==> config.mk <==
export PLATFORM = sky130hd
export DESIGN_NAME = aperture_remap
export DESIGN_NICKNAME = d
export VERILOG_FILES = /design/src/rtl/aperture_remap_pkg.sv /design/src/rtl/remap_shadow_regs.sv /design/src/rtl/remap_active_map.sv /design/src/rtl/remap_xlate.sv /design/src/rtl/aperture_remap.sv
export SDC_FILE = /design/constraint.sdc
export NUM_CORES = 1
export LEC_CHECK = 0
export BUFFER_PORTS_ARGS = -buffer_cell sky130_fd_sc_hd__buf_2
export CELL_PAD_IN_SITES_DETAIL_PLACEMENT = 1
export CELL_PAD_IN_SITES_GLOBAL_PLACEMENT = 1
export CORE_MARGIN = 3
export CORE_UTILIZATION = 27
export CTS_CLUSTER_DIAMETER = 40
export CTS_CLUSTER_SIZE = 28
export DETAILED_ROUTE_END_ITERATION = 6
export PLACE_DENSITY_LB_ADDON = 0.1
export SLEW_MARGIN = 40
export SYNTH_ARGS = -nofsm -noshare
export SYNTH_HDL_FRONTEND = slang
export SYNTH_SLANG_ARGS = --single-unit
==> constraint.sdc <==
create_clock -name clk -period 6.4 [get_ports clk]
set_input_delay 1.6 -clock clk [delete_from_list [all_inputs] [get_ports clk]]
set_output_delay 1.6 -clock clk [all_outputs]
set_load 0.01 [all_outputs]
==> src/rtl/aperture_remap_pkg.sv <==
package aperture_remap_pkg;

  // Register kinds addressed through the configuration port.
  typedef enum logic [1:0] {
    REG_SEL  = 2'd0,
    REG_OFS  = 2'd1,
    REG_UPD  = 2'd2,
    REG_NONE = 2'd3
  } reg_kind_e;

endpackage

==> src/rtl/remap_shadow_regs.sv <==
module remap_shadow_regs
  import aperture_remap_pkg::*;
#(
  parameter int N_APER  = 16,
  parameter int FIELD_W = 4,
  parameter int DATA_W  = 32,
  parameter int REG_AW  = 5
) (
  input  logic                        clk,
  input  logic                        rst,
  input  logic                        cfg_we,
  input  logic [REG_AW-1:0]           cfg_waddr,
  input  logic [DATA_W-1:0]           cfg_wdata,
  input  logic                        cfg_re,
  input  logic [REG_AW-1:0]           cfg_raddr,
  output logic [DATA_W-1:0]           cfg_rdata,
  output logic [N_APER*FIELD_W-1:0]   sh_sel_flat,
  output logic [N_APER*FIELD_W-1:0]   sh_ofs_flat,
  output logic                        upd_wr
);

  localparam int PER_WORD = DATA_W / FIELD_W;
  localparam int N_WORDS  = N_APER / PER_WORD;
  localparam int WIDX_W   = REG_AW - 2;
  localparam int IDX_W    = (N_WORDS > 1) ? $clog2(N_WORDS) : 1;

  logic [DATA_W-1:0] sel_w [N_WORDS];
  logic [DATA_W-1:0] ofs_w [N_WORDS];

  function automatic reg_kind_e kind_of(input logic [WIDX_W-1:0] w);
    int unsigned wi;
    wi = int'(w);
    if (wi < N_WORDS)           return REG_SEL;
    else if (wi < 2 * N_WORDS)  return REG_OFS;
    else if (wi == 2 * N_WORDS) return REG_UPD;
    return REG_NONE;
  endfunction

  function automatic logic [IDX_W-1:0] idx_of(input logic [WIDX_W-1:0] w);
    return IDX_W'(int'(w) % N_WORDS);
  endfunction

  logic [WIDX_W-1:0] w_word, r_word;
  reg_kind_e         w_kind, r_kind;
  logic [IDX_W-1:0]  w_idx, r_idx;

  always_comb begin
    w_word = cfg_waddr[REG_AW-1:2];
    r_word = cfg_raddr[REG_AW-1:2];
    w_kind = kind_of(w_word);
    r_kind = kind_of(r_word);
    w_idx  = idx_of(w_word);
    r_idx  = idx_of(r_word);
  end

  assign upd_wr = cfg_we && (w_kind == REG_UPD) && cfg_wdata[0];

  always_ff @(posedge clk) begin
    if (rst) begin
      for (int k = 0; k < N_WORDS; k++) begin
        sel_w[k] <= '0;
        ofs_w[k] <= '0;
      end
    end else if (cfg_we) begin
      case (w_kind)
        REG_SEL: sel_w[w_idx] <= cfg_wdata;
        REG_OFS: ofs_w[w_idx] <= cfg_wdata;
        default: ;
      endcase
    end
  end

  always_ff @(posedge clk) begin
    if (rst) begin
      cfg_rdata <= '0;
    end else if (cfg_re) begin
      case (r_kind)
        REG_SEL: cfg_rdata <= sel_w[r_idx];
        REG_OFS: cfg_rdata <= ofs_w[r_idx];
        default: cfg_rdata <= '0;
      endcase
    end
  end

  for (genvar g = 0; g < N_WORDS; g++) begin : g_flat
    assign sh_sel_flat[g*DATA_W +: DATA_W] = sel_w[g];
    assign sh_ofs_flat[g*DATA_W +: DATA_W] = ofs_w[g];
  end

endmodule

==> src/rtl/remap_active_map.sv <==
module remap_active_map #(
  parameter int N_APER  = 16,
  parameter int FIELD_W = 4
) (
  input  logic                      clk,
  input  logic                      rst,
  input  logic                      upd_wr,
  input  logic                      stall,
  input  logic [N_APER*FIELD_W-1:0] sh_sel_flat,
  input  logic [N_APER*FIELD_W-1:0] sh_ofs_flat,
  output logic [N_APER*FIELD_W-1:0] act_sel_flat,
  output logic [N_APER*FIELD_W-1:0] act_ofs_flat
);

  logic pending_q;
  logic want;
  logic commit;

  assign want   = pending_q | upd_wr;
  assign commit = want & ~stall;

  always_ff @(posedge clk) begin
    if (rst) pending_q <= 1'b0;
    else     pending_q <= want & stall;
  end

  logic [FIELD_W-1:0] sel_q [N_APER];
  logic [FIELD_W-1:0] ofs_q [N_APER];

  always_ff @(posedge clk) begin
    if (rst) begin
      for (int i = 0; i < N_APER; i++) begin
        sel_q[i] <= FIELD_W'(1);
        ofs_q[i] <= FIELD_W'(i);
      end
    end else if (commit) begin
      for (int i = 0; i < N_APER; i++) begin
        sel_q[i] <= sh_sel_flat[i*FIELD_W +: FIELD_W];
        ofs_q[i] <= sh_ofs_flat[i*FIELD_W +: FIELD_W];
      end
    end
  end

  for (genvar g = 0; g < N_APER; g++) begin : g_out
    assign act_sel_flat[g*FIELD_W +: FIELD_W] = sel_q[g];
    assign act_ofs_flat[g*FIELD_W +: FIELD_W] = ofs_q[g];
  end

endmodule

==> src/rtl/remap_xlate.sv <==
module remap_xlate #(
  parameter int ADDR_W    = 32,
  parameter int APER_BITS = 4,
  parameter int FIELD_W   = 4
) (
  input  logic                                clk,
  input  logic                                rst,
  input  logic                                in_valid,
  output logic                                in_ready,
  input  logic [ADDR_W-1:0]                   in_addr,
  input  logic [(1<<APER_BITS)*FIELD_W-1:0]   act_sel_flat,
  input  logic [(1<<APER_BITS)*FIELD_W-1:0]   act_ofs_flat,
  output logic                                out_valid,
  input  logic                                out_ready,
  output logic [ADDR_W-1:0]                   out_addr,
  output logic [FIELD_W-1:0]                  out_slave,
  output logic                                out_decerr
);

  localparam int LOW_W = ADDR_W - APER_BITS;

  logic [APER_BITS-1:0] win;
  logic [FIELD_W-1:0]   sel;
  logic [FIELD_W-1:0]   ofs;
  logic                 miss;
  logic [ADDR_W-1:0]    new_addr;
  logic [FIELD_W-1:0]   new_slave;

  always_comb begin
    win       = in_addr[ADDR_W-1 -: APER_BITS];
    sel       = act_sel_flat[win*FIELD_W +: FIELD_W];
    ofs       = act_ofs_flat[win*FIELD_W +: FIELD_W];
    miss      = (sel == '0);
    new_slave = miss ? '0 : sel;
    new_addr  = {ofs[APER_BITS-1:0], in_addr[LOW_W-1:0]};
  end

  assign in_ready = !out_valid || out_ready;

  always_ff @(posedge clk) begin
    if (rst) begin
      out_valid  <= 1'b0;
      out_addr   <= '0;
      out_slave  <= '0;
      out_decerr <= 1'b0;
    end else if (in_ready) begin
      out_valid <= in_valid;
      if (in_valid) begin
        out_addr   <= new_addr;
        out_slave  <= new_slave;
        out_decerr <= miss;
      end
    end
  end

endmodule

==> src/rtl/aperture_remap.sv <==
module aperture_remap #(
  parameter int ADDR_W    = 32,
  parameter int APER_BITS = 4,
  parameter int FIELD_W   = 4,
  parameter int DATA_W    = 32,
  parameter int REG_AW    = 5
) (
  input  logic               clk,
  input  logic               rst,
  input  logic               cfg_we,
  input  logic [REG_AW-1:0]  cfg_waddr,
  input  logic [DATA_W-1:0]  cfg_wdata,
  input  logic               cfg_re,
  input  logic [REG_AW-1:0]  cfg_raddr,
  output logic [DATA_W-1:0]  cfg_rdata,
  input  logic               in_valid,
  output logic               in_ready,
  input  logic [ADDR_W-1:0]  in_addr,
  output logic               out_valid,
  input  logic               out_ready,
  output logic [ADDR_W-1:0]  out_addr,
  output logic [FIELD_W-1:0] out_slave,
  output logic               out_decerr
);

  localparam int N_APER = 1 << APER_BITS;
  localparam int MAP_W  = N_APER * FIELD_W;

  logic [MAP_W-1:0] sh_sel_flat, sh_ofs_flat;
  logic [MAP_W-1:0] act_sel_flat, act_ofs_flat;
  logic             upd_wr;
  logic             stall;

  assign stall = in_valid && !in_ready;

  remap_shadow_regs #(
    .N_APER (N_APER),
    .FIELD_W(FIELD_W),
    .DATA_W (DATA_W),
    .REG_AW (REG_AW)
  ) u_regs (
    .clk        (clk),
    .rst        (rst),
    .cfg_we     (cfg_we),
    .cfg_waddr  (cfg_waddr),
    .cfg_wdata  (cfg_wdata),
    .cfg_re     (cfg_re),
    .cfg_raddr  (cfg_raddr),
    .cfg_rdata  (cfg_rdata),
    .sh_sel_flat(sh_sel_flat),
    .sh_ofs_flat(sh_ofs_flat),
    .upd_wr     (upd_wr)
  );

  remap_active_map #(
    .N_APER (N_APER),
    .FIELD_W(FIELD_W)
  ) u_map (
    .clk         (clk),
    .rst         (rst),
    .upd_wr      (upd_wr),
    .stall       (stall),
    .sh_sel_flat (sh_sel_flat),
    .sh_ofs_flat (sh_ofs_flat),
    .act_sel_flat(act_sel_flat),
    .act_ofs_flat(act_ofs_flat)
  );

  remap_xlate #(
    .ADDR_W   (ADDR_W),
    .APER_BITS(APER_BITS),
    .FIELD_W  (FIELD_W)
  ) u_xlate (
    .clk         (clk),
    .rst         (rst),
    .in_valid    (in_valid),
    .in_ready    (in_ready),
    .in_addr     (in_addr),
    .act_sel_flat(act_sel_flat),
    .act_ofs_flat(act_ofs_flat),
    .out_valid   (out_valid),
    .out_ready   (out_ready),
    .out_addr    (out_addr),
    .out_slave   (out_slave),
    .out_decerr  (out_decerr)
  );

endmodule

==> impl_metrics.json, run 1 <==
{
  "pwr-share-clk_pct": 56.4,
  "maxSlewHeadroom_pct": 46.88,
  "dieHeight_microns": 231.7,
  "power.share.sequential_pct": 37.4,
  "core_sq_mm": 0.05027,
  "cp.required_ns": 4.80,
  "crit_path_top_delay_cell": "sky130_fd_sc_hd__nor2b_1",
  "nNetsFinal": 1225,
  "clkTransAtPathRegs_ns": 0.04,
  "synth.yosys.warnings": 0,
  "post_cts_buffers": 0,
  "final_area_sq_mm": 0.01782,
  "globalplace.congestion": 0.7145,
  "criticalPathCategory": "in2out",
  "postSynthCellCount": 971,
  "synth_area_per_cell_sq_um": 14.17,
  "setup_viol_count_final": 0,
  "cp_slowest_stage_delay_ns": 0.46,
  "area_of_the_die_sq_mm": 0.05369,
  "met3_usage_pct": 4.011,
  "final.fill_count": 5263,
  "period_utilisation_layout_pct": 64.11,
  "net-switching-power_mw": 1.472,
  "worstPathMaxFanout": 4,
  "groute.usage.overall_pct": 16.53,
  "place.detailed.hpwl_mm": 27.93,
  "synthDominantAreaCellType": "sky130_fd_sc_hd__edfxtp_1",
  "tritoncts_clock_tree": "yes",
  "fin_skew_ns": 0.01986,
  "finalHoldViolations": 0,
  "fmax_mhz": 243.7,
  "post_cts_hold_buffer_count": 0,
  "first_pass_iters": 5,
  "ctsResizeCount": 0,
  "initial_utilization_pct": 27.36,
  "synth_fp_nets": 1051,
  "clock_insertion_delay_worst_skew_ns": 0.58,
  "final_layout_size_suffix_gt1_share_pct": 32.72,
  "number_of_enable_type_register_cells_in_the_synthesized_netlist": 256,
  "power.leakage_nw": 6.876,
  "cts_htree_levels": 3,
  "wl_mm": 43.98,
  "yosys-top-cells-area": "sky130_fd_sc_hd__edfxtp_1 (56%), sky130_fd_sc_hd__mux4_2 (11%), sky130_fd_sc_hd__dfxtp_1 (10%)",
  "comb_power_share_pct": 6.2,
  "floorplan.io_pins": 151,
  "area_share_of_the_leading_cell_type_in_the_synthesized_netlist_pct": 55.89,
  "intPower_mw": 5.115,
  "endpoint_kind": "primary output",
  "reg2reg_setup_slack_ns": 3.82,
  "fp.dieW_microns": 231.7,
  "grt_setup_unrepaired": "no",
  "timing.final.max_slew_violations": 0,
  "placement.io_buffers": 146,
  "num_cts_buffers": 68,
  "syn2layout_area_growth_pct": 29.55,
  "crit_path_cell_trace": "buf_2 > nor2b_1 > inv_1 > buf_2",
  "drt.antenna.violating_nets": 0,
  "layout_common_cells": "sky130_fd_sc_hd__edfxtp_1 (256), sky130_fd_sc_hd__buf_2 (142), sky130_fd_sc_hd__and2_1 (98)",
  "worst-slew-pin-transition_ns": 0.7939,
  "grt_first_pass_wirelength_mm": 64.08,
  "cts_root_buf": "sky130_fd_sc_hd__clkbuf_16",
  "proportion_of_synthesized_chip_area_in_sequential_cells_pct": 66.22,
  "grt_start_max_net_pins": 48,
  "power.share.switching_pct": 22.35,
  "ys.flop_type": "sky130_fd_sc_hd__edfxtp_1",
  "crit_arrival_ns": 2.50,
  "first_global_vias": 9524,
  "asyncSetResetFlopFracSynth_pct": 0,
  "mappedNetlistArea_sq_mm": 0.01376,
  "post-place-ws_ns": 1.822,
  "layout.cells.most_common": "sky130_fd_sc_hd__edfxtp_1",
  "clock-sinks": 327,
  "finalWorstPathRequiredPeriod_ns": 4.103,
  "vdd_drop_max_v": 0.0001724,
  "power-per-cell-area_mw_per_mm2": 369.7,
  "setup_slack_ns": 2.297,
  "post_synthesis_register_bit_count": 327,
  "wl_per_cell_microns": 23.45,
  "critical_path.startpoint_type": "input pin",
  "globalRouteOverflowTotal": 0,
  "cp_common_cell": "sky130_fd_sc_hd__buf_2",
  "dpl.cell_count": 1747,
  "post-layout-total-power_mw": 6.588,
  "drc_errors": 0,
  "fp-row-count": 82,
  "timing.hold.worst.class": "reg2reg",
  "final.setup.tns_ns": 0,
  "fin_worst_hold_slack_ns": 0.4495,
  "netlist-cell-type-count": 31,
  "drv_cap": 0,
  "max-clock-path-buffers": 3,
  "dpl_cell_area_sq_mm": 0.01538,
  "final_cells": 1875,
  "vias_per_cell": 4.609,
  "globalRoute.busiestLayer": "met2",
  "finish.utilization_pct": 35.45,
  "globalRouteMet1Util_pct": 21.31,
  "detailedRoute.firstIterationViolations": 645,
  "vias": 8642,
  "grt_antenna_before_repair": 5,
  "grtUsageMet2_pct": 27.92,
  "status": "completed"
}
Yosys cell counts, drive strengths merged (3+ instances only):
cell type / instances
dfxtp: 71
clkbuf: 56
and3: 89
a21oi: 70
edfxtp: 256
or2: 26
nand2: 75
nand2b: 25
and2: 98
nor2b: 62
mux2i: 3
o21ai: 6
mux4: 68
nor2: 38
buf: 16
power by group through the flow:
stage,clock network (mW),logic [mW],registers (mW)
after detailed placement,0,0.421,2.51
final,3.72,0.409,2.46
after global routing,3.91,0.446,2.48
after floorplan,0,0.215,2.50
after global placement,0,0.416,2.50
after CTS,3.80,0.423,2.47
final timing paths:
check                           cells after the start              endpoint                  from
worst max-delay path                                4              in_ready             out_ready
worst min-delay path                                2  u_xlate.out_addr[12]  u_xlate.out_addr[12]
worst max register to register                      5    u_map.ofs_q[0][31]     u_xlate.out_valid
worst min register to register                      2  u_xlate.out_addr[12]  u_xlate.out_addr[12]
cells by family (layout without fill, tap and decap cells):
family	count (synthesis)	in the layout	synth area share (%)
AND/OR/NAND/NOR	419	419	17.06
flip-flops	327	327	66.22
AO/OA/AOI/OAI	80	80	3.047
buffers and inverters	74	304	2.265
multiplexers	71	71	11.41
other	0	2	0
area by class of cell:
type | count | area [sq um] | share of cell area, %
Sequential cell | 327 | 9109 | 51.11
Multi-Input combinational cell | 570 | 4382 | 24.59
Clock buffer | 87 | 1928 | 10.82
Timing Repair Buffer | 176 | 1042 | 5.849
Tap cell | 672 | 840.8 | 4.718
Clock inverter | 39 | 506.7 | 2.844
Inverter | 2 | 7.507 | 0.04213
Antenna cell | 2 | 5.005 | 0.02808
state kept, by name, summed over array words and instances, names as in the netlist:
| register | flops |
|---|---|
| u_map.ofs_q | 64 |
| u_map.sel_q | 64 |
| u_regs.ofs_w | 64 |
| u_regs.sel_w | 64 |
| u_regs.cfg_rdata | 32 |
| u_xlate.out_addr | 32 |
| u_xlate.out_slave | 4 |
| u_map.pending_q | 1 |
| u_xlate.out_decerr | 1 |
| u_xlate.out_valid | 1 |
worst max-delay path, delay by kind of cell:
| kind | cells | cell delay [ns] |
|---|---|---|
| and+or+nand+nor | 1 | 0.46 |
| buffers and inverters | 3 | 0.44 |
layer usage:
metal,vias to the layer above,share of wire (%)
li1,3925,-
met1,4406,43
met2,228,49
met3,79,5.7
met4,4,2.0
met5,-,0.061
No activity file was read; power rests on OpenSTA's default activity.
==> run 2, diff against run 1 <==
- ABC_AREA: default -> 1
- clock period: 6.4 -> 3.4 ns (I/O delays scaled with it)
==> impl_metrics.json, run 2 <==
{
  "final.fill_count": 5874,
  "multi_input_area_sq_mm": 0.003782,
  "synthDominantAreaCellType": "sky130_fd_sc_hd__edfxtp_1",
  "grt_first_pass_wirelength_mm": 70.87,
  "mappedNetlistArea_sq_mm": 0.01409,
  "final_layout_size_suffix_gt1_share_pct": 19.06,
  "grt_setup_unrepaired": "no",
  "first_pass_iters": 5,
  "fp.dieW_microns": 234.5,
  "regToRegStartpoint": "u_xlate.out_valid",
  "proportion_of_synthesized_chip_area_in_sequential_cells_pct": 64.62,
  "wl_per_cell_microns": 20.22,
  "area_of_the_die_sq_mm": 0.05498,
  "synth_simple_gate_area_share_pct": 16.85,
  "grt_antenna_before_repair": 0,
  "period_utilisation_layout_pct": 60.95,
  "final_area_sq_mm": 0.01789,
  "synth_adder_area_share_pct": 0,
  "crit_path_start": "out_ready",
  "cp.required_ns": 2.55,
  "max-clock-path-buffers": 3,
  "antenna-diode-count": 0,
  "detailedRoute.firstIterationViolations": 454,
  "drc_errors": 0,
  "globalplace.congestion": 0.7301,
  "status": "completed",
  "share_of_the_synthesized_netlist_area_taken_by_xor_and_xnor_gates_pct": 0,
  "first_global_vias": 11340,
  "finalHoldViolations": 0,
  "cts_htree_levels": 3,
  "placement.io_buffers": 146,
  "vias_per_cell": 4.533,
  "wirelength_met1_mm": 22.39,
  "timing.final.max_slew_violations": 0,
  "area_share_of_the_leading_cell_type_in_the_synthesized_netlist_pct": 54.54,
  "multiplexer_share_of_the_synthesized_area_pct": 0,
  "criticalPathCategory": "in2out",
  "tritoncts_clock_tree": "yes",
  "area_of_all_sequential_standard_cells_sq_mm": 0.009109,
  "synth.yosys.warnings": 0,
  "wl_met3_mm": 2.418,
  "endpoint_kind": "primary output",
  "post_synthesis_register_bit_count": 327,
  "worstPathMaxFanout": 3,
  "synth_compound_area_share_pct": 9.862,
  "yosys-top-cells-area": "sky130_fd_sc_hd__edfxtp_1 (55%), sky130_fd_sc_hd__dfxtp_1 (10%), sky130_fd_sc_hd__nor2_1 (10%)",
  "clkTransAtPathRegs_ns": 0.05,
  "nNetsFinal": 1704,
  "synth_fp_nets": 1542,
  "drv_cap": 0,
  "cts_root_buf": "sky130_fd_sc_hd__clkbuf_16",
  "ys_top_cells_by_count": "sky130_fd_sc_hd__nor2_1 (378), sky130_fd_sc_hd__edfxtp_1 (256), sky130_fd_sc_hd__inv_1 (198)",
  "layout.cells.most_common": "sky130_fd_sc_hd__nor2_1",
  "postSynthCellCount": 1462,
  "synthMostInstantiatedCell": "sky130_fd_sc_hd__nor2_1",
  "drt.antenna.violating_nets": 0,
  "dieHeight_microns": 234.5,
  "critical_path.startpoint_type": "input pin",
  "post_cts_hold_buffer_count": 0,
  "post-layout-total-power_mw": 11.94,
  "fp-row-count": 83,
  "detailroute.wirelength.met2_mm": 21.79,
  "ctsResizeCount": 0,
  "power.leakage_nw": 7.630,
  "clock-sinks": 327,
  "number_of_enable_type_register_cells_in_the_synthesized_netlist": 256,
  "finalWorstPathRequiredPeriod_ns": 2.072,
  "initial_utilization_pct": 27.36,
  "min-delay-start": "u_regs.cfg_rdata[16]",
  "floorplan.io_pins": 151,
  "power-per-cell-area_mw_per_mm2": 667.4,
  "fmax_mhz": 482.6,
  "layout_common_cells": "sky130_fd_sc_hd__nor2_1 (376), sky130_fd_sc_hd__edfxtp_1 (256), sky130_fd_sc_hd__inv_1 (197)",
  "maxSlewHeadroom_pct": 50.21,
  "syn2layout_area_growth_pct": 26.93,
  "post_cts_buffers": 0,
  "ys.flop_type": "sky130_fd_sc_hd__edfxtp_1",
  "place.detailed.hpwl_mm": 29.60,
  "route.top_layer_used": "met4",
  "setup_viol_count_final": 0,
  "globalRouteOverflowTotal": 0,
  "num_cts_buffers": 67,
  "synth_top_family_by_area": "simple AND/OR/NAND/NOR gates",
  "groute.usage.overall_pct": 17.53,
  "reg2reg_setup_slack_ns": 1.53,
  "core_sq_mm": 0.05151,
  "grt_start_max_net_pins": 70,
  "wl_mm": 47.70,
  "synth_area_per_cell_sq_um": 9.641,
  "worst-slew-pin-transition_ns": 0.7450,
  "clock_insertion_delay_worst_skew_ns": 0.58,
  "vias": 10690,
  "dpl_cell_area_sq_mm": 0.01566,
  "fin_skew_ns": 0.02731,
  "timing.hold.worst.class": "reg2reg",
  "netlist-cell-type-count": 25,
  "asyncSetResetFlopFracSynth_pct": 0,
  "final.setup.tns_ns": 0,
  "vdd_drop_max_v": 0.0002853,
  "crit_arrival_ns": 1.22
}
[run 2: cell count changes after synthesis, sizes merged, moves of 62 or more]
cell	delta
and2	-98
and3	-89
inv	+202
mux4	-68
nor2	+341
nor2b	-62
o21ai	+150
[run 2: logic make-up after synthesis]
kind of cell	count (synthesis)
buffers and inverters	295
DFF	327
AOI/OAI and AO/OA	248
and+or+nand+nor	592
[run 2: final timing paths]
| check | cells after the start | end |
|---|---|---|
| max | 4 | in_ready |
| min | 2 | u_regs.cfg_rdata[16] |
| max reg2reg | 4 | u_map.sel_q[0][39] |
| min reg2reg | 2 | u_regs.cfg_rdata[16] |
[run 2: stage by stage]
step | util (%) | hold slack [ns] | instances | setup WS, ns
floorplan | - | 0.4837 | 1462 | 0.04478
global placement | 30.41 | 0.4529 | 2235 | 0.7648
detailed placement | 30.41 | 0.4576 | 2235 | 0.7325
CTS | 34.73 | 0.4659 | 2359 | 1.323
global route | 34.73 | 0.4843 | 2359 | 1.197
finish | 34.73 | 0.4610 | 2359 | 1.328
[run 2: routing by layer]
metal	global-route usage [%]	up-vias
met5	0	-
met4	6.198	0
met3	3.352	67
met2	28.45	255
met1	23.42	5243
li1	-	5128
[run 2: where the power goes]
part / internal [mW] / leakage [nW] / switching [mW]
logic: 0.252 / 3.51 / 0.575
registers: 4.56 / 3.03 / 0.100
clock network: 4.26 / 1.09 / 2.19
total: 9.07 / 7.63 / 2.87
[run 2: layout make-up]
class | instances | area share, %
clock buffers | 86 | 10.22
clock inverters | 38 | 2.224
inverters | 204 | 4.294
multi-input cells | 840 | 21.14
flip-flops and latches | 327 | 50.91
well taps | 680 | 4.756
repair buffers | 184 | 6.448
[run 2: critical path, cell delays in order]
cell,delay [ns]
sky130_fd_sc_hd__buf_2,0.09
sky130_fd_sc_hd__inv_1,0.06
sky130_fd_sc_hd__nand2_1,0.07
sky130_fd_sc_hd__buf_2,0.15
==> run 3, diff against run 2 <==
- clock period: 3.4 -> 1.9 ns (I/O delays scaled with it)
==> impl_metrics.json, run 3 (same netlist as run 2, synthesis figures left out) <==
{
  "wl_mm": 46.35,
  "final_cells": 2407,
  "clock-sinks": 327,
  "grt_setup_unrepaired": "no",
  "setup_viol_count_final": 0,
  "vias": 10790,
  "tritoncts_clock_tree": "yes",
  "setup_slack_ns": 0.2380,
  "timing.hold.worst.class": "in2reg",
  "clkTransAtPathRegs_ns": 0.05,
  "drv_cap": 0,
  "first_pass_iters": 5,
  "min-delay-start": "in_addr[8]",
  "timing.final.max_slew_violations": 0,
  "worst-slew-pin-transition_ns": 0.5605,
  "first_global_vias": 11330,
  "reg2reg_setup_slack_ns": 0.26,
  "worstPathMaxFanout": 3,
  "cp_slowest_stage_delay_ns": 0.35,
  "layout.cells.most_common": "sky130_fd_sc_hd__nor2_1",
  "worst-r2r-cell-count": 7,
  "fp-row-count": 83,
  "path_buf_inv": 1,
  "vias_per_cell": 4.482,
  "drc_errors": 0,
  "dpl.cell_count": 2276,
  "terminating_pin_of_the_worst_hold_path": "u_xlate.out_addr[8]",
  "floorplan.io_pins": 151,
  "post-layout-total-power_mw": 21.37,
  "regToRegStartpoint": "u_xlate.out_valid",
  "drt.antenna.violating_nets": 0,
  "status": "completed",
  "groute.usage.overall_pct": 17.13,
  "vdd_drop_max_v": 0.0006555,
  "globalplace.congestion": 0.7738,
  "post_cts_buffers": 0,
  "final_layout_size_suffix_gt1_share_pct": 21.19,
  "crit_arrival_ns": 1.19,
  "placement.io_buffers": 146,
  "cts_htree_levels": 3,
  "fp.dieW_microns": 234.5,
  "power.leakage_nw": 7.946,
  "nNetsFinal": 1749,
  "crit_path_cell_trace": "nand2_1 > buf_2",
  "detailedRoute.firstIterationViolations": 528,
  "initial_utilization_pct": 27.36,
  "period_utilisation_layout_pct": 87.47,
  "cp.required_ns": 1.42,
  "criticalPathCategory": "reg2out",
  "core_sq_mm": 0.05151,
  "num_cts_buffers": 71,
  "power-per-cell-area_mw_per_mm2": 1152,
  "hold_path_depth": 3,
  "cpLargestDelayFamily": "flip-flops",
  "maxSlewHeadroom_pct": 62.63,
  "fin_worst_hold_slack_ns": 0.1522,
  "post-place-ws_ns": -0.07988,
  "fin_skew_ns": 0.02681,
  "grt_first_pass_wirelength_mm": 69.61,
  "finalHoldViolations": 0,
  "max-clock-path-buffers": 3,
  "endpoint_kind": "primary output",
  "layout_common_cells": "sky130_fd_sc_hd__nor2_1 (376), sky130_fd_sc_hd__edfxtp_1 (256), sky130_fd_sc_hd__inv_1 (197)",
  "antenna-diode-count": 0,
  "fmax_mhz": 601.7,
  "grt_antenna_before_repair": 1,
  "post_cts_hold_buffer_count": 0,
  "critical_path.startpoint_type": "flip-flop",
  "finalWorstPathRequiredPeriod_ns": 1.662,
  "place.detailed.hpwl_mm": 31.52,
  "syn2layout_area_growth_pct": 31.54,
  "clock_insertion_delay_worst_skew_ns": 0.59,
  "globalRouteOverflowTotal": 0,
  "crit_path_top_delay_cell": "sky130_fd_sc_hd__dfxtp_1",
  "ctsResizeCount": 0,
  "cts_root_buf": "sky130_fd_sc_hd__clkbuf_16",
  "grt_start_max_net_pins": 49,
  "dieHeight_microns": 234.5,
  "r2r_end": "u_map.ofs_q[1][5]",
  "wl_per_cell_microns": 19.26,
  "area_of_the_die_sq_mm": 0.05498
}
[run 3: final cells by class]
class | count | area [sq um]
clock buffers | 93 | 1964
clock inverters | 38 | 277.8
fillers | 5846 | 32970
inverters | 204 | 768.2
multi-input cells | 840 | 3796
flip-flops and latches | 327 | 9109
well taps | 680 | 850.8
repair buffers | 225 | 1774
[run 3: worst max path at each step]
stage	startpoint	endpoint	slack (ns)	cells after the start
floorplan	rst	u_regs.ofs_w[0][0]	-0.20	5
CTS	u_xlate.out_valid	in_ready	0.20	2
global route	u_xlate.out_valid	u_map.ofs_q[1][5]	0.14	7
global placement	in_addr[28]	u_xlate.out_decerr	-0.08	10
finish	u_xlate.out_valid	in_ready	0.24	2
detailed placement	in_addr[28]	u_xlate.out_decerr	-0.08	10
[run 3: power by group]
part           total [mW]  switching (mW)  internal, mW
Combinational        1.60            1.03         0.572
Clock                11.4            3.90          7.52
Sequential           8.34           0.186          8.16
[run 3: tightest hold or removal path: stages]
cell and delay (ns):
sky130_fd_sc_hd__buf_2 0.07, sky130_fd_sc_hd__o21ai_0 0.07, sky130_fd_sc_hd__nor2_1 0.08
[run 3: through the flow]
stage / cell area (sq um) / util, % / setup TNS, ns
2_1_floorplan: 14120 / - / -23.15
3_3_place_gp: 16300 / 31.64 / -0.3347
3_5_place_dp: 16300 / 31.64 / -3.826
4_1_cts: 18540 / 35.99 / 0
5_1_grt: 18540 / 35.99 / 0
6_report: 18540 / 35.99 / 0
[run 3: per-layer routing]
| layer | GRT usage [%] | share of wire, % | up-vias |
|---|---|---|---|
| li1 | - | - | 5222 |
| met1 | 23.61 | 48 | 5262 |
| met2 | 26.77 | 45 | 242 |
| met3 | 3.969 | 5.1 | 63 |
| met4 | 5.380 | 1.8 | 0 |
| met5 | 0 | 0 | - |
